<file path="src/rtl/alu_pkg.sv">
package alu_pkg;
  // Function code, written {F0,F1}
  typedef enum logic [1:0] {
    FN_AND  = 2'b00,
    FN_OR   = 2'b01,
    FN_NOTB = 2'b10,
    FN_ADD  = 2'b11
  } alu_fn_e;

  typedef enum logic [1:0] {
    SH_NONE,
    SH_LEFT,
    SH_RIGHT
  } shift_mode_e;
endpackage

</file>
<file path="src/rtl/alu_operand_stage.sv">
module alu_operand_stage #(
  parameter int W = 32
) (
  input  logic [W-1:0] a_raw,
  input  logic [W-1:0] b_raw,
  input  logic         en_a,
  input  logic         en_b,
  input  logic         inv_a,
  output logic [W-1:0] a_op,
  output logic [W-1:0] b_op
);
  logic [W-1:0] a_gated;

  always_comb begin
    a_gated = en_a ? a_raw : '0;
    a_op    = inv_a ? ~a_gated : a_gated;
    b_op    = en_b ? b_raw : '0;
  end
endmodule

</file>
<file path="src/rtl/alu_function_unit.sv">
module alu_function_unit
  import alu_pkg::*;
#(
  parameter int W = 32
) (
  input  logic [W-1:0] a_op,
  input  logic [W-1:0] b_op,
  input  alu_fn_e      fn,
  input  logic         carry_in,
  output logic [W-1:0] res
);
  logic [W-1:0] sum;

  always_comb begin
    sum = a_op + b_op + {{(W-1){1'b0}}, carry_in};
    unique case (fn)
      FN_AND:  res = a_op & b_op;
      FN_OR:   res = a_op | b_op;
      FN_NOTB: res = ~b_op;
      default: res = sum;
    endcase
  end
endmodule

</file>
<file path="src/rtl/alu_out_shifter.sv">
module alu_out_shifter
  import alu_pkg::*;
#(
  parameter int W       = 32,
  parameter int SHL_AMT = 8
) (
  input  logic [W-1:0] din,
  input  logic         sll_req,
  input  logic         sra_req,
  output logic [W-1:0] dout
);
  shift_mode_e mode;

  always_comb begin
    if (sll_req)      mode = SH_LEFT;   // left shift wins when both are set
    else if (sra_req) mode = SH_RIGHT;
    else              mode = SH_NONE;
  end

  always_comb begin
    unique case (mode)
      SH_LEFT:  dout = {din[W-1-SHL_AMT:0], {SHL_AMT{1'b0}}};
      SH_RIGHT: dout = {din[W-1], din[W-1:1]};
      default:  dout = din;
    endcase
  end
endmodule

</file>
<file path="src/rtl/alu_status_flags.sv">
module alu_status_flags #(
  parameter int W = 32
) (
  input  logic         clk,
  input  logic         rst_n_i,
  input  logic [W-1:0] alu_res,
  output logic         neg_q,
  output logic         zero_q
);
  logic neg_d, zero_d;
  logic load_en;
  logic past_ok;

  assign load_en = 1'b1;  // flags capture on every cycle

  always_comb begin
    neg_d  = alu_res[W-1];
    zero_d = (alu_res == '0);
  end

  always_ff @(posedge clk or negedge rst_n_i) begin
    if (!rst_n_i) begin
      neg_q   <= 1'b0;
      zero_q  <= 1'b0;
      past_ok <= 1'b0;
    end else begin
      past_ok <= 1'b1;
      if (load_en) begin
        neg_q  <= neg_d;
        zero_q <= zero_d;
      end
    end
  end


  a_r10_neg_capture: assert property (@(posedge clk) disable iff (!rst_n_i)
    past_ok |-> (neg_q == $past(alu_res[W-1])));

  a_r11_zero_capture: assert property (@(posedge clk) disable iff (!rst_n_i)
    past_ok |-> (zero_q == ($past(alu_res) == '0)));
  // both flags cannot be set together
  a_r11_flags_exclusive: assert property (@(posedge clk) disable iff (!rst_n_i)
    !(neg_q && zero_q));
endmodule

</file>
<file path="src/rtl/alu_shift_top.sv">
module alu_shift_top
  import alu_pkg::*;
#(
  parameter int W       = 32,
  parameter int SHL_AMT = 8
) (
  input  logic         clk,
  input  logic         rst_n,
  input  logic [W-1:0] a_in,
  input  logic [W-1:0] b_in,
  input  logic [1:0]   fn_sel,
  input  logic         en_a,
  input  logic         en_b,
  input  logic         inv_a,
  input  logic         inc,
  input  logic         sh_sll8,
  input  logic         sh_sra1,
  output logic [W-1:0] c_out,
  output logic         neg_q,
  output logic         zero_q
);
  localparam int SYNC_STAGES = 2;

  logic [SYNC_STAGES-1:0] rst_pipe;
  logic                   rst_sync_n;
  logic [W-1:0]           a_op, b_op, alu_res;
  alu_fn_e                fn;

  // asynchronous assert, synchronous release
  always_ff @(posedge clk or negedge rst_n) begin
    if (!rst_n) rst_pipe <= '0;
    else        rst_pipe <= {rst_pipe[SYNC_STAGES-2:0], 1'b1};
  end
  assign rst_sync_n = rst_pipe[SYNC_STAGES-1];

  assign fn = alu_fn_e'(fn_sel);

  alu_operand_stage #(.W(W)) u_ops (
    .a_raw (a_in),
    .b_raw (b_in),
    .en_a  (en_a),
    .en_b  (en_b),
    .inv_a (inv_a),
    .a_op  (a_op),
    .b_op  (b_op)
  );

  alu_function_unit #(.W(W)) u_fu (
    .a_op     (a_op),
    .b_op     (b_op),
    .fn       (fn),
    .carry_in (inc),
    .res      (alu_res)
  );

  alu_out_shifter #(.W(W), .SHL_AMT(SHL_AMT)) u_sh (
    .din     (alu_res),
    .sll_req (sh_sll8),
    .sra_req (sh_sra1),
    .dout    (c_out)
  );

  alu_status_flags #(.W(W)) u_flags (
    .clk     (clk),
    .rst_n_i (rst_sync_n),
    .alu_res (alu_res),
    .neg_q   (neg_q),
    .zero_q  (zero_q)
  );


  a_r1_gated_zero: assert property (@(posedge clk) disable iff (!rst_sync_n)
    (!en_a && !en_b && !inv_a && fn_sel == 2'b01) |-> (alu_res == '0));

  a_r6_passthrough: assert property (@(posedge clk) disable iff (!rst_sync_n)
    (!sh_sll8 && !sh_sra1) |-> (c_out == alu_res));

  a_r7_left_fill: assert property (@(posedge clk) disable iff (!rst_sync_n)
    sh_sll8 |-> (c_out[SHL_AMT-1:0] == '0));

  a_r8_sign_keep: assert property (@(posedge clk) disable iff (!rst_sync_n)
    (sh_sra1 && !sh_sll8) |-> (c_out[W-1] == alu_res[W-1]));

  a_r12_reset_clear: assert property (@(posedge clk)
    !rst_sync_n |-> (!neg_q && !zero_q));
endmodule

</file>
<file path="config.mk">
export PLATFORM = sky130hd
export DESIGN_NAME = alu_shift_top
export DESIGN_NICKNAME = d
export VERILOG_FILES = /design/src/rtl/alu_pkg.sv /design/src/rtl/alu_operand_stage.sv /design/src/rtl/alu_function_unit.sv /design/src/rtl/alu_out_shifter.sv /design/src/rtl/alu_status_flags.sv /design/src/rtl/alu_shift_top.sv
export SDC_FILE = /design/constraint.sdc
export NUM_CORES = 1
export LEC_CHECK = 0
export BUFFER_PORTS_ARGS = -buffer_cell sky130_fd_sc_hd__buf_2
export CAP_MARGIN = 20
export CORE_ASPECT_RATIO = 1.2
export CORE_MARGIN = 2
export CORE_UTILIZATION = 60
export CTS_BUF_LIST = sky130_fd_sc_hd__clkbuf_4 sky130_fd_sc_hd__clkbuf_8 sky130_fd_sc_hd__clkbuf_16
export DETAILED_ROUTE_END_ITERATION = 10
export PLACE_DENSITY = 0.87
export SETUP_SLACK_MARGIN = 0.02
export SLEW_MARGIN = 20
export SYNTH_ARGS = -nofsm -noshare
export SYNTH_HDL_FRONTEND = slang
export SYNTH_SLANG_ARGS = --single-unit
</file>
<file path="constraint.sdc">
create_clock -name clk -period 13.29 [get_ports clk]
set_clock_uncertainty 0.1 [all_clocks]
set_input_delay 1.329 -clock clk [delete_from_list [all_inputs] [get_ports clk]]
set_output_delay 1.329 -clock clk [all_outputs]
set_load 0.005 [all_outputs]
</file>
==> impl_metrics.env <==
export IMPL_status="complete, no violations"
export IMPL_synthDistinctLibCells=74
export IMPL_layout_cells_most_common="nand2_1"
export IMPL_tritoncts_clock_tree="built"
export IMPL_num_fill_cells=728
export IMPL_detailed_placer_s_ending_hpwl_um=12900
export IMPL_postSynth_topFlopCell="dfrtp_1"
export IMPL_p_leak_uw=0.00273
export IMPL_finalWorstPathRequiredPeriod_ps=7260
export IMPL_die_width_um=86.2
export IMPL_yosysWarnings=0
export IMPL_worst_setup_path_type="in -> out"
export IMPL_finish_utilization_pct=68.6
export IMPL_slowest_stage="a221oi_1"
export IMPL_timing_critical_path_cells="buf_2 -> nand2_1 -> xnor2_1 -> inv_1 -> fa_1 -> fa_1 -> and2b_1 -> o2111ai_2 -> a211oi_1 -> nor3_2 -> a21oi_1 -> xor2_1 -> a221oi_1 -> nor2_1 -> a211oi_1 -> a21oi_1 -> buf_2"
export IMPL_placed_area_um2=5300
export IMPL_initial_utilization_pct=62.4
export IMPL_max_cap_violations=0
export IMPL_placed_cells=918
export IMPL_post_synthesis_sequential_element_count=4
export IMPL_post_route_drc_count=0
export IMPL_synth_seq_area_share_pct=2.06
export IMPL_min_delay_path_class="reg -> reg"
export IMPL_cts_buffers=3
export IMPL_design_portCount=108
export IMPL_critPathTopFamily="compound AO/OA/AOI/OAI gates"
export IMPL_synth_area_per_cell_um2=6.35
export IMPL_worst_hold_margin_ps=251
export IMPL_drt_initial_drc_count=360
export IMPL_power_ir_vdd_worst_mv=0.0469
export IMPL_numClockSinks=4
export IMPL_mostFrequentLayoutCells="nand2_1 (131), buf_2 (107), inv_1 (74)"
export IMPL_max_clock_freq_mhz=138
export IMPL_number_of_antenna_violations_at_the_first_check_in_global_routing=0
export IMPL_grt_first_pass_wirelength_um=26400
export IMPL_antennaDiodeCount=0
export IMPL_design_area_um2=5350
export IMPL_finalSetupViolations=0
export IMPL_first_pass_iters=5
export IMPL_share_of_layout_cells_above_drive_strength_1_pct=17.8
export IMPL_worstSetupPathDepth=17
export IMPL_final_hold_violating_endpoints=0
export IMPL_critPathCaptureType="output pin"
export IMPL_net_count_synth=906
export IMPL_number_of_i_o_port_buffers=107
export IMPL_ys_async_sr_fraction_pct=100
export IMPL_dr_total_vias=5883
export IMPL_number_of_enable_flip_flop_cells_after_synthesis=0
export IMPL_floorplan_die_height_um=103
export IMPL_gpl_final_weighted_congestion=0.999
export IMPL_die_area_um2=8850
export IMPL_cts_htree_levels=1
export IMPL_global_route_usage_total_pct=36.9
export IMPL_hold_path_depth=0
export IMPL_grt_max_degree=77
export IMPL_critPathMaxFanout=32
export IMPL_worst_setup_hold_path_clk_slew_ps=30
export IMPL_skew_pair_late_insertion_delay_ps=210
export IMPL_finalNonFillerCells=922
export IMPL_setup_tns_ps=0
export IMPL_clk_path_buf_depth=2
export IMPL_fin_nets=972
export IMPL_syn_instance_count=766
export IMPL_slew_limit_headroom_pct=40.0
export IMPL_row_count=35
export IMPL_critical_path_max_stage_delay_ps=550
export IMPL_number_of_global_route_vias_before_repair=5643
export IMPL_routed_wire_length_per_instance_um=18.1
export IMPL_arrival_ps=5830
export IMPL_final_antenna_violating_net_count=0
export IMPL_globalRoute_totalOverflow=0
export IMPL_via_per_inst=6.38
export IMPL_netlist_area_before_placement_um2=4860
export IMPL_worstPathBufferInverterCount=3
export IMPL_r2r_worst_path_cells=1
export IMPL_totalWireLength_um=16700
export IMPL_cts_root_buf="clkbuf_8"
export IMPL_power_density_nw_per_um2=59.8
export IMPL_required_ps=11860
export IMPL_fin_crit_sh_pct=54.6
export IMPL_timing_final_max_slew_violations=0
export IMPL_rsz0062_at_grt="false"
export IMPL_placeableCoreArea_um2=7790
export IMPL_area_growth_from_synthesis_to_layout_pct=9.98
export IMPL_tightest_slew_ps=900
export IMPL_cp_start_kind="input port"
state kept, by name (all words and copies together) (netlist names):
signal	count
u_flags.neg_q	1
rst_pipe	2
u_flags.zero_q	1
per-layer routing:
layer,global-route usage [%],wire [um]
met5,0,0
met4,17.5,812
met3,3.12,1250
met2,70.5,8570
met1,40.9,6070
path summary, 6_finish.rpt:
check,slack [ps],startpoint,to
max,6030,en_a,c_out[22]
min,250,rst_pipe[0]$_DFF_PN0_,rst_pipe[1]$_DFF_PN0_
max reg2reg,12510,rst_pipe[1]$_DFF_PN0_,u_flags.neg_q$_DFF_PN0_
min reg2reg,250,rst_pipe[0]$_DFF_PN0_,rst_pipe[1]$_DFF_PN0_
max in group asynchronous,12200,rst_n,rst_pipe[0]$_DFF_PN0_
min in group asynchronous,450,rst_pipe[1]$_DFF_PN0_,u_flags.neg_q$_DFF_PN0_
kinds of logic (layout without fill, tap and decap cells):
| family | count (synthesis) | count (layout) | share of synthesized area, % |
|---|---|---|---|
| buffers and inverters | 124 | 188 | 10.6 |
| muxes | 14 | 14 | 3.76 |
| AOI/OAI and AO/OA | 231 | 231 | 31.0 |
| and+or+nand+nor | 275 | 275 | 26.0 |
| xor gates and xnor gates | 51 | 51 | 9.18 |
| other | 1 | 1 | 0.0771 |
| adders and majority gates | 66 | 66 | 17.3 |
| DFF | 4 | 4 | 2.06 |
area by class of cell:
class | count | area, um2 | area share, %
sequential | 4 | 100 | 1.87
timing repair buffer | 111 | 568 | 10.6
tap | 92 | 115 | 2.15
clock buffer | 3 | 41.3 | 0.772
multi-input combinational | 638 | 4250 | 79.4
inverter | 74 | 278 | 5.19
synthesized netlist by cell type, types with 3 or more instances:
cell type  count  area (um2)
inv_1         74         278
o211ai_1       6        45.0
clkbuf_8       3        41.3
dfrtp_1        4         100
o22ai_1       13        81.3
a21oi_1       62         310
or3_1          3        18.8
mux2_2         4        45.0
nor3_1        11        55.1
o21ai_1       10        50.1
mux4_2         3        67.6
mux2i_1        7        70.1
o21ai_0       49         245
nor2_1        57         214
clkbuf_1      35         131
nand3_1       13        65.1
nor2b_1       10        62.6
a211oi_1      29         218
buf_1          6        22.5
xnor2_1       39         342
a221oi_1       5        43.8
a21o_1        10        75.1
nand4_1       10        62.6
and2_1         4        25.0
buf_4          3        22.5
nand2_1      131         492
ha_1          64         801
and4_1         3        26.3
nor4_1         4        25.0
and3_1         6        37.5
nand2b_1       4        25.0
xor2_1        12         105
o21bai_1       5        37.5
o21a_1         3        22.5
a31oi_1        6        37.5
a31o_2         7        61.3
through the flow:
stage          setup slack, ps  total power [uW]
2_1_floorplan             6780               211
3_3_place_gp              6320               279
3_5_place_dp              6140               288
4_1_cts                   6120               314
5_1_grt                   5700               348
6_report                  6030               320
report_power, final:
group	leakage, uW	switching [uW]	internal (uW)
Clock	0.0000216	5.81	19.3
Combinational	0.00266	174	108
Sequential	0.0000492	0.147	13.0
timing repair:
action | CTS | global route
setup buffers | 0 | 0
gates resized for setup | 0 | 0
hold buffers | 1 | 0
endpoints found under the setup margin | 0 | 0
hold endpoints to repair | 2 | 0
No activity file was read; power rests on OpenSTA's default activity.
